$ cat src/rtl/vm_int_alu.sv
module vm_int_alu #(
  parameter int W  = 64,
  parameter int NW = 32,
  parameter int OW = 4
) (
  input  logic          clk,
  input  logic          rst_n,
  input  logic          in_valid,
  input  logic [OW-1:0] op,
  input  logic [W-1:0]  a,
  input  logic [W-1:0]  b,
  output logic          out_valid,
  output logic [W-1:0]  result
);
  localparam int SW = $clog2(W);

  logic [SW-1:0] sh;
  logic [SW:0]   sh_inv;
  logic [NW-1:0] al, bl;
  logic [W-1:0]  nxt;

  assign sh     = b[SW-1:0];
  assign sh_inv = (SW+1)'(W) - {1'b0, sh};
  assign al     = a[NW-1:0];
  assign bl     = b[NW-1:0];

  always_comb begin
    case (op)
      OW'(0):  nxt = a + b;
      OW'(1):  nxt = a - b;
      OW'(2):  nxt = a & b;
      OW'(3):  nxt = a | b;
      OW'(4):  nxt = a ^ b;
      OW'(5):  nxt = W'(NW'(al + bl));
      OW'(6):  nxt = W'(NW'(al - bl));
      OW'(7):  nxt = W'(al & bl);
      OW'(8):  nxt = W'(al | bl);
      OW'(9):  nxt = W'(al ^ bl);
      OW'(10): nxt = a << sh;
      OW'(11): nxt = a >> sh;
      OW'(12): nxt = W'($signed(a) >>> sh);
      OW'(13): nxt = (a << sh) | (a >> sh_inv);
      OW'(14): nxt = (a >> sh) | (a << sh_inv);
      default: nxt = '0;
    endcase
  end

  always_ff @(posedge clk) begin
    if (!rst_n) begin
      out_valid <= 1'b0;
      result    <= '0;
    end else begin
      out_valid <= in_valid;
      if (in_valid) result <= nxt;
    end
  end
endmodule

$ cat config.mk
export PLATFORM = sky130hd
export DESIGN_NAME = vm_int_alu
export DESIGN_NICKNAME = d
export VERILOG_FILES = /design/src/rtl/vm_int_alu.sv
export SDC_FILE = /design/constraint.sdc
export NUM_CORES = 2
export LEC_CHECK = 0
export ABC_CLOCK_PERIOD_IN_PS = 7500
export BUFFER_PORTS_ARGS = -buffer_cell sky130_fd_sc_hd__buf_2
export CAP_MARGIN = 25
export CORE_ASPECT_RATIO = 1.5
export CORE_MARGIN = 3
export CORE_UTILIZATION = 50
export CTS_CLUSTER_SIZE = 12
export DETAILED_ROUTE_END_ITERATION = 7
export HOLD_SLACK_MARGIN = 0.08
export PLACE_DENSITY_LB_ADDON = 0.1
export RECOVER_POWER = 25
export SETUP_SLACK_MARGIN = 0.1
export SLEW_MARGIN = 15
export SYNTH_ARGS = -nofsm -noshare
export SYNTH_HDL_FRONTEND = slang
export SYNTH_SLANG_ARGS = --single-unit
$ cat constraint.sdc
create_clock -name clk -period 7.5 [get_ports clk]
set_input_delay 0.75 -clock clk [delete_from_list [all_inputs] [get_ports clk]]
set_output_delay 0.75 -clock clk [all_outputs]
set_load 0.02 [all_outputs]
==> metrics.cfg, run 1 <==
[global_route]
grt_pass1_vias = 46570
grt_max_degree = 140
grt_pass1_wl_um = 372000
grtUsageTotal = 0.753
grt.overflow.total = 19

[logic_synthesis]
synth_area_leaders = mux4_2 (15%), ha_1 (8.5%), mux2i_1 (7.7%)
syn_nets = 4945
async_flop_share = 0
synth_cell_types = 97
ys.flop_type = dfxtp_1
synth_top_area_cell = mux4_2
syn_inst = 4585
synth_area_um2 = 32800
synth_edf_count = 0
ys_ff_latch = 65
yosys.area.top_type_share = 0.149
synth_seq_area_share = 0.0397
synth_warnings = 0
avgSynthCellArea_um2 = 7.15

[clock_network]
cts-root-buf = clkbuf_16
ctsHoldBuffers = 0
cts_setup_buffers = 0
cts-resized-gates = 0
cts-buffers-inserted = 9
cts_buffer_depth = 2
cts_htree_levels = 3
clock_sinks = 65

[status]
run_status = stopped before the end
lastStage = global routing (5_1_grt)
tool.error = [ERROR GRT-0116] Global routing finished with congestion. Check the congestion regions in the DRC Viewer.

[die]
die_y_um = 320
rows = 114
io_pins = 200
start_util = 0.507
fp.dieW_um = 215

[placement]
gp_congestion = 1.31
dp_hpwl_um = 189000
numPortBuffers = 199

metal layers:
layer	GRT usage	GRT overflow
met4	0.769	8
met5	0.263	0
met3	0.594	0
met1	0.750	0
met2	0.920	11
cells in the mapped netlist (13+ instances only):
cell and instances:
and3_1 32, nor4_1 29, nor2_1 559, dfxtp_1 65, and2_1 19, a221o_1 15, a21oi_1 345, a311oi_1 16
nor2b_1 59, o21bai_1 18, o2111ai_1 23, clkbuf_1 285, buf_4 15, buf_1 54, a2111oi_0 19, xnor2_1 131
mux2i_1 251, nand4_1 51, o31ai_1 27, o21ai_0 368, xor2_1 27, o22ai_1 47, o31a_1 13, or3_1 36
mux4_2 217, ha_1 223, a22oi_1 50, a211oi_1 76, buf_2 76, o21a_1 33, a21o_1 50, o221ai_1 22
mux2_2 101, a211o_1 18, nand2b_1 19, inv_1 161, nand3_1 60, o211ai_1 85, a31oi_1 65, a221oi_1 70
nor3_1 103, nand2_1 461
through the flow:
| step | setup WS [ps] | std cells | hold WS (ps) | area, um2 | utilization |
|---|---|---|---|---|---|
| after floorplan | 723 | 4585 | 537 | 32800 | - |
| after global placement | 1190 | 5401 | 439 | 34800 | 0.538 |
| after detailed placement | 1130 | 5408 | 446 | 34800 | 0.539 |
| after CTS | 1510 | 5424 | 461 | 35100 | 0.543 |
cells by family after synthesis:
kind of cell,share of synthesized area
adders and majority gates,0.0863
and+or+nand+nor,0.205
buffers and inverters,0.0739
DFF,0.0397
AOI/OAI and AO/OA,0.292
xor gates and xnor gates,0.0427
muxes,0.260
==> run 2, diff against run 1 <==
--- a/config.mk
+++ b/config.mk
@@ -8,15 +8,11 @@
 export ABC_CLOCK_PERIOD_IN_PS = 7500
 export BUFFER_PORTS_ARGS = -buffer_cell sky130_fd_sc_hd__buf_2
 export CAP_MARGIN = 25
-export CORE_ASPECT_RATIO = 1.5
 export CORE_MARGIN = 3
-export CORE_UTILIZATION = 50
-export CTS_CLUSTER_SIZE = 12
+export CORE_UTILIZATION = 35
 export DETAILED_ROUTE_END_ITERATION = 7
-export HOLD_SLACK_MARGIN = 0.08
-export PLACE_DENSITY_LB_ADDON = 0.1
+export PLACE_DENSITY_LB_ADDON = 0.15
 export RECOVER_POWER = 25
-export SETUP_SLACK_MARGIN = 0.1
 export SLEW_MARGIN = 15
 export SYNTH_ARGS = -nofsm -noshare
 export SYNTH_HDL_FRONTEND = slang
==> metrics.cfg, run 2 <==
[power_and_ir_drop]
ir_drop_mv = 0.0899
leakagePower_nw = 14.2
p_per_area_nw_per_um2 = 141

[sta]
rsz0062_at_grt = false
tightest_slew_ps = 1340
finClkSkew_ps = 0
setup_violations = 0
layout_setup_ws_ps = 881
max_freq_mhz = 151
tns_ps = 0
finalCriticalPeriod_ps = 6620
hold_viol = 0
final.period_utilization = 0.883
report.final.slew_viol_count = 0
slew_headroom = 0.104

[routing]
drcViolationCount = 19
viasPerCell = 7.63
wl_um = 274000
wl_per_cell_um = 46.6
first_iter_violations = 9093
ant_nets = 0
num_vias = 44868
first_pass_iters = 8

[setup_path]
setup.worst_path.end_class = flop
crit_type = in2reg
critPathMaxFanout = 10
cp.required_ps = 7760
arrival_ps = 6880
critPathLaunchType = primary input

[global_route]
grt.overflow.total = 0
grt_pass1_wl_um = 363000
use_met2 = 0.741
grt_max_degree = 139
met3_usage = 0.200
grt_pass1_vias = 40057
top_usage_layer = met2
gr-usage-met1 = 0.681
grtUsageTotal = 0.539
antenna_found_initial = 34

[logic_synthesis]
muxShareOfSynthArea = 0.260
synth_edf_count = 0
syn_nets = 4945
synth_commonest_cells = nor2_1 (559), nand2_1 (461), o21ai_0 (368), a21oi_1 (345), clkbuf_1 (285)
synth_warnings = 0
synth.most_common_cell = nor2_1
synth_compound_area_frac = 0.292
synth_area_leaders = mux4_2 (15%), ha_1 (8.5%), mux2i_1 (7.7%)
synth_top_family_by_area = compound AO/OA/AOI/OAI gates
synth_cell_types = 97
synth-simple-area-share = 0.205
synth_top_area_cell = mux4_2
synth_xor_area_frac = 0.0427
async_flop_share = 0
yosys.area.top_type_share = 0.149
ys_ff_latch = 65
syn_inst = 4585
synth_seq_area_share = 0.0397
synth_adder_area_share = 0.0863
ys.flop_type = dfxtp_1
avgSynthCellArea_um2 = 7.15
synth_area_um2 = 32800

[final_layout]
layout_commonest_cell = nor2_1
fill_cells = 9885
multi_input_comb_area_um2 = 29300
finalNonFillerCells = 5881
seqCellArea_um2 = 1300
final_nets = 4961
largestRegisters = result: 64 flops, out_valid: 1 flops
fin_util = 0.391
area_growth_pct = 10.0
top_register = result
largest_register_ffs = 64
drive_gt1_frac = 0.179
mostFrequentLayoutCells = nor2_1 (551), nand2_1 (461), o21ai_0 (352), a21oi_1 (343), mux2i_1 (251)

[clock_network]
cts_buffer_depth = 2
ctsHoldBuffers = 0
cts-buffers-inserted = 9
clock_sinks = 65
clock_latency_ps = 400
cts_htree_levels = 3
cts_setup_buffers = 0
cts-resized-gates = 0
cts-root-buf = clkbuf_16
cts_tree = yes
cts.clk_slew.worst_paths_ps = 70

[worst_hold_path]
worstHoldPathType = reg2reg

[die]
fp.dieW_um = 312
die_area_um2 = 97400
start_util = 0.355
die_y_um = 312
coreArea_um2 = 92200
io_pins = 200
rows = 111

[placement]
dp_slack_ps = 737
gp_congestion = 1.15
dp_hpwl_um = 215000
placed_cells = 5824
numPortBuffers = 199

[status]
violations = DRC
run_status = finished with violations

[flow_run]
max_cap_violations = 0

## run 2: cell counts after synthesis
Identical to the previous run, type by type.
## run 2: final timing paths
check / slack (ps) / from / cells past startpoint / endpoint
worst min-delay path: 470 / result[44] / 2 / result[44]
worst max register to register: 3800 / result[23] / 10 / result[23]
worst min register to register: 470 / result[44] / 2 / result[44]
worst max-delay path: 880 / b[6] / 18 / result[49]
## run 2: layout make-up
type / instances / share of cell area
Antenna cell: 33 / 0.00229
Clock buffer: 10 / 0.00635
Clock inverter: 5 / 0.00225
Inverter: 169 / 0.0177
Multi-Input combinational cell: 3919 / 0.812
Sequential cell: 65 / 0.0361
Tap cell: 1243 / 0.0431
Timing Repair Buffer: 437 / 0.0797
## run 2: metal layers
| layer | routed length, um | part of all wire | vias up |
|---|---|---|---|
| li1 | - | - | 17373 |
| met1 | 102000 | 0.37 | 21843 |
| met2 | 107000 | 0.39 | 4548 |
| met3 | 39000 | 0.14 | 1088 |
| met4 | 26300 | 0.096 | 16 |
| met5 | 138 | 0.00050 | - |
## run 2: through the flow
stage / area (um2) / power, mW / hold slack, ps
after floorplan: 32800 / 2.46 / 537
after global placement: 35600 / 4.27 / 445
after detailed placement: 35600 / 4.26 / 449
after CTS: 35900 / 4.78 / 473
after global routing: 36000 / 5.09 / 512
final: 36100 / 5.10 / 474
## run 2: cells by family after synthesis
family,Yosys count
AO/OA/AOI/OAI,1473
XOR/XNOR,159
adder cells (fa/ha/maj),225
flip-flops,65
AND/OR/NAND/NOR,1493
buffers and inverters,601
multiplexers,569
## run 2: report_power, final
part | internal (mW) | switching [mW] | total [mW]
sequential | 0.373 | 0.0288 | 0.402
combinational | 1.22 | 2.96 | 4.18
clock | 0.290 | 0.226 | 0.516
## run 2: critical path, stage by stage
cell       delay [ps]
buf_2             160
or4_1             530
or4_4             480
or2_1             320
nor3_2            290
buf_4             250
nand3_1           280
o21ai_0           300
xnor2_1           100
ha_1              420
a21oi_1           260
o21ai_0           230
a21oi_1           520
o21ai_0           260
a311oi_1          710
o2111ai_1         300
o21ai_0           560
o211ai_1          160
Note: power is estimated with default switching activity, not from simulation.
